==> src/rtl/icg_pkg.sv <==
package icg_pkg;
  localparam logic [2:0] OffWhole  = 3'd0;
  localparam logic [2:0] OffCount  = 3'd1;
  localparam logic [2:0] OffChan   = 3'd2;
  localparam logic [2:0] OffData   = 3'd3;
  localparam logic [2:0] OffUpdate = 3'd4;
  localparam int TypeW = 3;

  typedef struct packed {
    logic capture;
    logic rdWhole;
    logic rdCount;
    logic rdChan;
    logic rdFifo;
    logic wrFifo;
  } strobe_t;

  function automatic logic typeIsRx(input logic [TypeW-1:0] t);
    return t[1:0] == 2'b11;
  endfunction

  function automatic logic typeIsTx(input logic [TypeW-1:0] t);
    return t[1:0] == 2'b10;
  endfunction
endpackage

==> src/rtl/icg_ctrl.sv <==
module icg_ctrl
  import icg_pkg::*;
(
  input  logic       clk,
  input  logic       rstN,
  input  logic       iackN,
  input  logic [2:0] regSel,
  input  logic       regRd,
  input  logic       regWr,
  output strobe_t    strb
);
  logic iackPrev;
  logic ackEdge;

  always_ff @(posedge clk) begin
    if (!rstN) iackPrev <= 1'b1;
    else       iackPrev <= iackN;
  end

  assign ackEdge = iackPrev & ~iackN;

  always_comb begin
    strb         = '0;
    strb.capture = ackEdge | (regWr && regSel == OffUpdate);
    strb.rdWhole = regRd && regSel == OffWhole;
    strb.rdCount = regRd && regSel == OffCount;
    strb.rdChan  = regRd && regSel == OffChan;
    strb.rdFifo  = regRd && regSel == OffData;
    strb.wrFifo  = regWr && regSel == OffData;
  end
endmodule

==> src/rtl/icg_datapath.sv <==
module icg_datapath
  import icg_pkg::*;
#(
  parameter int NumChan = 4,
  parameter int DataW   = 8,
  parameter int CountW  = 3,
  parameter int ChanW   = 2,
  localparam int BidW   = CountW + TypeW + ChanW
) (
  input  logic                     clk,
  input  logic                     rstN,
  input  strobe_t                  strb,
  input  logic [BidW-1:0]          bidValue,
  input  logic [DataW-1:0]         regWdata,
  input  logic [NumChan*DataW-1:0] rxData,
  output logic [DataW-1:0]         regRdata,
  output logic [NumChan-1:0]       rxPop,
  output logic [NumChan-1:0]       txPush,
  output logic [DataW-1:0]         txData,
  output logic [BidW-1:0]          capReg
);
  logic [ChanW-1:0]  chanField;
  logic [TypeW-1:0]  typeField;
  logic [CountW-1:0] countField;
  logic [DataW-1:0]  rxSel;
  logic              rxOk;
  logic              txOk;

  always_ff @(posedge clk) begin
    if (!rstN)            capReg <= '0;
    else if (strb.capture) capReg <= bidValue;
  end

  assign chanField  = capReg[ChanW-1:0];
  assign typeField  = capReg[ChanW +: TypeW];
  assign countField = capReg[BidW-1 -: CountW];
  assign rxOk       = typeIsRx(typeField);
  assign txOk       = typeIsTx(typeField);
  assign txData     = regWdata;

  for (genvar c = 0; c < NumChan; c++) begin : g_steer
    assign rxPop[c]  = strb.rdFifo & rxOk & (chanField == ChanW'(c));
    assign txPush[c] = strb.wrFifo & txOk & (chanField == ChanW'(c));
  end

  always_comb begin
    rxSel = '0;
    for (int i = 0; i < NumChan; i++) begin
      if (chanField == ChanW'(i)) rxSel = rxData[i*DataW +: DataW];
    end
  end

  always_comb begin
    regRdata = '0;
    if (strb.rdWhole)        regRdata = DataW'(capReg);
    else if (strb.rdCount)   regRdata = DataW'(countField);
    else if (strb.rdChan)    regRdata = DataW'(chanField);
    else if (strb.rdFifo && rxOk) regRdata = rxSel;
  end
endmodule

==> src/rtl/int_capture_global.sv <==
module int_capture_global
  import icg_pkg::*;
#(
  parameter int NumChan = 4,
  parameter int DataW   = 8,
  parameter int CountW  = 3,
  localparam int ChanW  = $clog2(NumChan),
  localparam int BidW   = CountW + TypeW + ChanW
) (
  input  logic                     clk,
  input  logic                     rstN,
  input  logic                     iackN,
  input  logic [BidW-1:0]          bidValue,
  input  logic [2:0]               regSel,
  input  logic                     regRd,
  input  logic                     regWr,
  input  logic [DataW-1:0]         regWdata,
  output logic [DataW-1:0]         regRdata,
  input  logic [NumChan*DataW-1:0] rxData,
  output logic [NumChan-1:0]       rxPop,
  output logic [NumChan-1:0]       txPush,
  output logic [DataW-1:0]         txData
);
  strobe_t         strb;
  logic [BidW-1:0] capReg;

  icg_ctrl u_ctrl (
    .clk(clk), .rstN(rstN), .iackN(iackN), .regSel(regSel),
    .regRd(regRd), .regWr(regWr), .strb(strb)
  );

  icg_datapath #(
    .NumChan(NumChan), .DataW(DataW), .CountW(CountW), .ChanW(ChanW)
  ) u_dp (
    .clk(clk), .rstN(rstN), .strb(strb), .bidValue(bidValue),
    .regWdata(regWdata), .rxData(rxData), .regRdata(regRdata),
    .rxPop(rxPop), .txPush(txPush), .txData(txData), .capReg(capReg)
  );
endmodule

==> config.mk <==
export PLATFORM = sky130hd
export DESIGN_NAME = int_capture_global
export DESIGN_NICKNAME = d
export VERILOG_FILES = /design/src/rtl/icg_pkg.sv /design/src/rtl/icg_ctrl.sv /design/src/rtl/icg_datapath.sv /design/src/rtl/int_capture_global.sv
export SDC_FILE = /design/constraint.sdc
export NUM_CORES = 1
export LEC_CHECK = 0
export ABC_AREA = 1
export ABC_CLOCK_PERIOD_IN_PS = 1400
export BUFFER_PORTS_ARGS = -buffer_cell sky130_fd_sc_hd__buf_4
export CORE_MARGIN = 2
export CORE_UTILIZATION = 38
export CTS_CLUSTER_SIZE = 16
export DETAILED_ROUTE_END_ITERATION = 16
export MAX_ROUTING_LAYER = met4
export PLACE_DENSITY = 0.84
export SETUP_SLACK_MARGIN = 0.5
export SLEW_MARGIN = 20
export SYNTH_ARGS = -nofsm -noshare
export SYNTH_HDL_FRONTEND = slang
export SYNTH_SLANG_ARGS = --single-unit
==> constraint.sdc <==
create_clock -name clk -period 1.4 [get_ports clk]
set_input_delay 0.21 -clock clk [delete_from_list [all_inputs] [get_ports clk]]
set_output_delay 0.21 -clock clk [all_outputs]
set_load 0.005 [all_outputs]
==> impl_metrics.csv <==
group,metric,value,unit
global_route,grt_pass1_wl,4530,µm
detailed_routing,vias_per_cell,4.83,
layout,utilization,72.4,%
layout,fill_cells,212,
pwr,power_density,549,nW/µm²
placement,placedCellCount,254,
floorplanning,core.rowCount,17,
yosys,synth.top_cell.area_share,19.4,%
layout,drive_above_1_share,47.1,%
sta,min_period,1.63,ns
layout,syn_to_final_growth,75.6,%
global_route,grt_max_degree,18,
cts,clk_pin_slew,0.06,ns
setup_path,endpoint_kind,"output pin",
cts,cts_sinks,9,
setup_path,crit_slowest_cell,"dfxtp_4",
placement,dpl_cell_area,1420,µm²
cts,clk_latency,0.28,ns
pwr,max-vdd-ir-drop,0.504,mV
sta,hold_viol,0,
sta,setup_ws,-0.233,ns
detailed_routing,drc_errors,0,
cts,root_buffer,"clkbuf_4",
yosys,yosys.area.top_type,"dfxtp_1",
layout,diodes,0,
placement,gp_congestion,0.797,
yosys,avgSynthCellArea,5.53,µm²
worst_hold_path,hold_path.class,"input pin to flip-flop",
placement,numPortBuffers,63,
layout,multi_input_area,693,µm²
setup_path,critPathBufInv,2,
setup_path,path_common_cell,"nand2_1",
layout,num-nets-final,295,
floorplanning,die_area,2860,µm²
status,violations,"setup timing",
detailed_routing,drtPass1Iterations,4,
sta,rsz0062_at_grt,"true",
detailed_routing,ant_nets,0,
setup_path,critPathRequiredTime,1.19,ns
setup_path,max_stage_delay,0.44,ns
sta,tightestPinTransition,0.263,ns
sta,slew_headroom,82.4,%
floorplanning,start_util,41.2,%
status,outcome,"finished with violations",
setup_path,crit_chain,"inv_4 > or2_1 > o211ai_2 > nand2_1 > nand2_1 > nand2_1 > buf_6",
yosys,syn-cell-area,930,µm²
setup_path,crit_path_max_fanout,8,
layout,final_area,1630,µm²
pwr,p_leak,0.866,nW
setup_path,critPathKind,"flip-flop to output pin",
yosys,synth_nets,224,
cts,numCtsBuffers,3,
yosys,synthCells,168,
detailed_routing,vias,1284,
sta,fmax,0.612,GHz
detailed_routing,post_drt_wl_per_cell,12.3,µm
yosys,ys_types,21,
yosys,synth-seq-cells,9,
detailed_routing,drt-initial-drc-count,23,
cts,cts_buffer_depth,2,
floorplanning,die_w,53.5,µm
setup_path,startpoint_type,"flip-flop",
cts,cts_tree,"done",
setup_path,crit_family,"simple AND/OR/NAND/NOR gates",
job,maxCapViolations,0,
placement,dp_hpwl,2270,µm
global_route,antenna_found_initial,0,
setup_path,cp_data_arrival_time,1.42,ns
global_route,grt_overflow,0,
floorplanning,die_height,53.5,µm
detailed_routing,wirelength,3260,µm
sta,fin_hold_ws,0.145,ns
layout,register_area,193,µm²
yosys,synth.area.top_cells,"dfxtp_1, nand2_1, nor2_1, o21ai_1, buf_4",
yosys,yosysSeqAreaShare,19.4,%
cts,h-tree-depth,1,
sta,clock_skew,0.00379,ns
layout,finalNonFillerCells,266,
global_route,grt_pass1_vias,1119,
yosys,yosysWarnings,0,
floorplanning,io_pins,80,
sta,setup_viol,12,
pwr,p_total,0.897,mW
floorplanning,core,2250,µm²
global_route,track_usage,22.3,%
sta,finalCritPeriodShare,117,%
sta,finalMaxSlewViolations,0,
==> final cells by class <==
type,count,share of cell area [%]
flip-flops and latches,9,11.8
repair buffers,78,38.4
well taps,28,2.15
multi-input cells,133,42.5
clock buffers,4,1.61
inverters,14,3.60
==> cell families (layout without fill, tap and decap cells) <==
kind of cell,Yosys count,in the layout,share of synthesized area (%)
buf+inv,27,96,16.4
flops,9,9,19.4
simple gates,103,104,47.5
compound gates,29,29,16.7
==> power by group <==
part,switching (mW),internal (mW)
clock,0.107,0.111
combinational,0.172,0.200
sequential,0.0293,0.278
==> per-layer routing <==
metal	share of wire [%]	GRT usage [%]	up-vias
met5	0	-	-
met4	1.5	8.12	0
met3	7.4	3.67	7
met2	51	38.7	50
met1	40	25.6	555
li1	-	-	672
==> worst register-to-register path, delay by kind of cell (launching register included) <==
kind	cells	cell delay [ns]
AOI/OAI and AO/OA	1	0.12
buffers and inverters	3	0.37
DFF	1	0.37
and+or+nand+nor	1	0.06
==> path summary, 6_finish.rpt <==
check / depth (start not counted) / from / to / slack, ns
max: 7 / u_dp.capReg[0] / regRdata[4] / -0.23
min: 3 / bidValue[0] / u_dp.capReg[0] / 0.15
max reg2reg: 5 / u_dp.capReg[1] / u_dp.capReg[1] / 0.37
min reg2reg: 2 / u_dp.capReg[4] / u_dp.capReg[4] / 0.53
==> flip-flops by register name, indices dropped and copies added, names as in the netlist <==
signal / cells
u_ctrl.iackPrev: 1
u_dp.capReg: 8
==> per-stage QoR <==
step | TNS (ns) | setup slack, ns
floorplan | 0 | 0.285
global placement | 0 | 0.0229
detailed placement | 0 | 0.0283
CTS | -1.85 | -0.220
global route | -2.69 | -0.312
finish | -1.69 | -0.233
==> cell usage after synthesis <==
cell type and count:
dfxtp_1 9, inv_1 9, o211ai_1 1, o211ai_2 1
clkinv_1 1, o21ai_0 1, or2_1 2, o21ai_1 18
nand2_1 48, nand4_4 1, inv_2 4, nand3_1 10
buf_2 2, nand4_1 3, nand2_2 2, nor2_2 1
buf_6 2, a21oi_1 8, or2_0 2, buf_4 9
nor2_1 34
==> cells in the final DEF, fill, tap and decap left out <==
cell type  netlist  final
a21oi_1          8      8
buf_4            9     67
buf_6            2     11
clkbuf_1         0      1
clkbuf_4         0      3
clkinv_2         0      1
dfxtp_1          9      5
dfxtp_2          0      1
dfxtp_4          0      3
inv_1            9      9
inv_2            4      2
inv_4            0      2
nand2_1         48     45
nand2_2          2      2
nand2_4          0      4
nand3_1         10     10
nand4_1          3      3
nand4_4          1      1
nor2_1          34     25
nor2_2           1      5
nor2_4           0      5
o211ai_1         1      1
o211ai_2         1      1
o21ai_1         18     15
o21ai_2          0      4
or2_0            2      2
or2_1            2      2
==> repair_timing <==
item	4_1_cts	5_1_grt
pin swaps	8	10
resized for setup	11	27
endpoints found under the setup margin	24	23
hold buffers	0	0
gates cloned	0	1
buffers inserted	3	4
(Power assumes the default switching activity.)
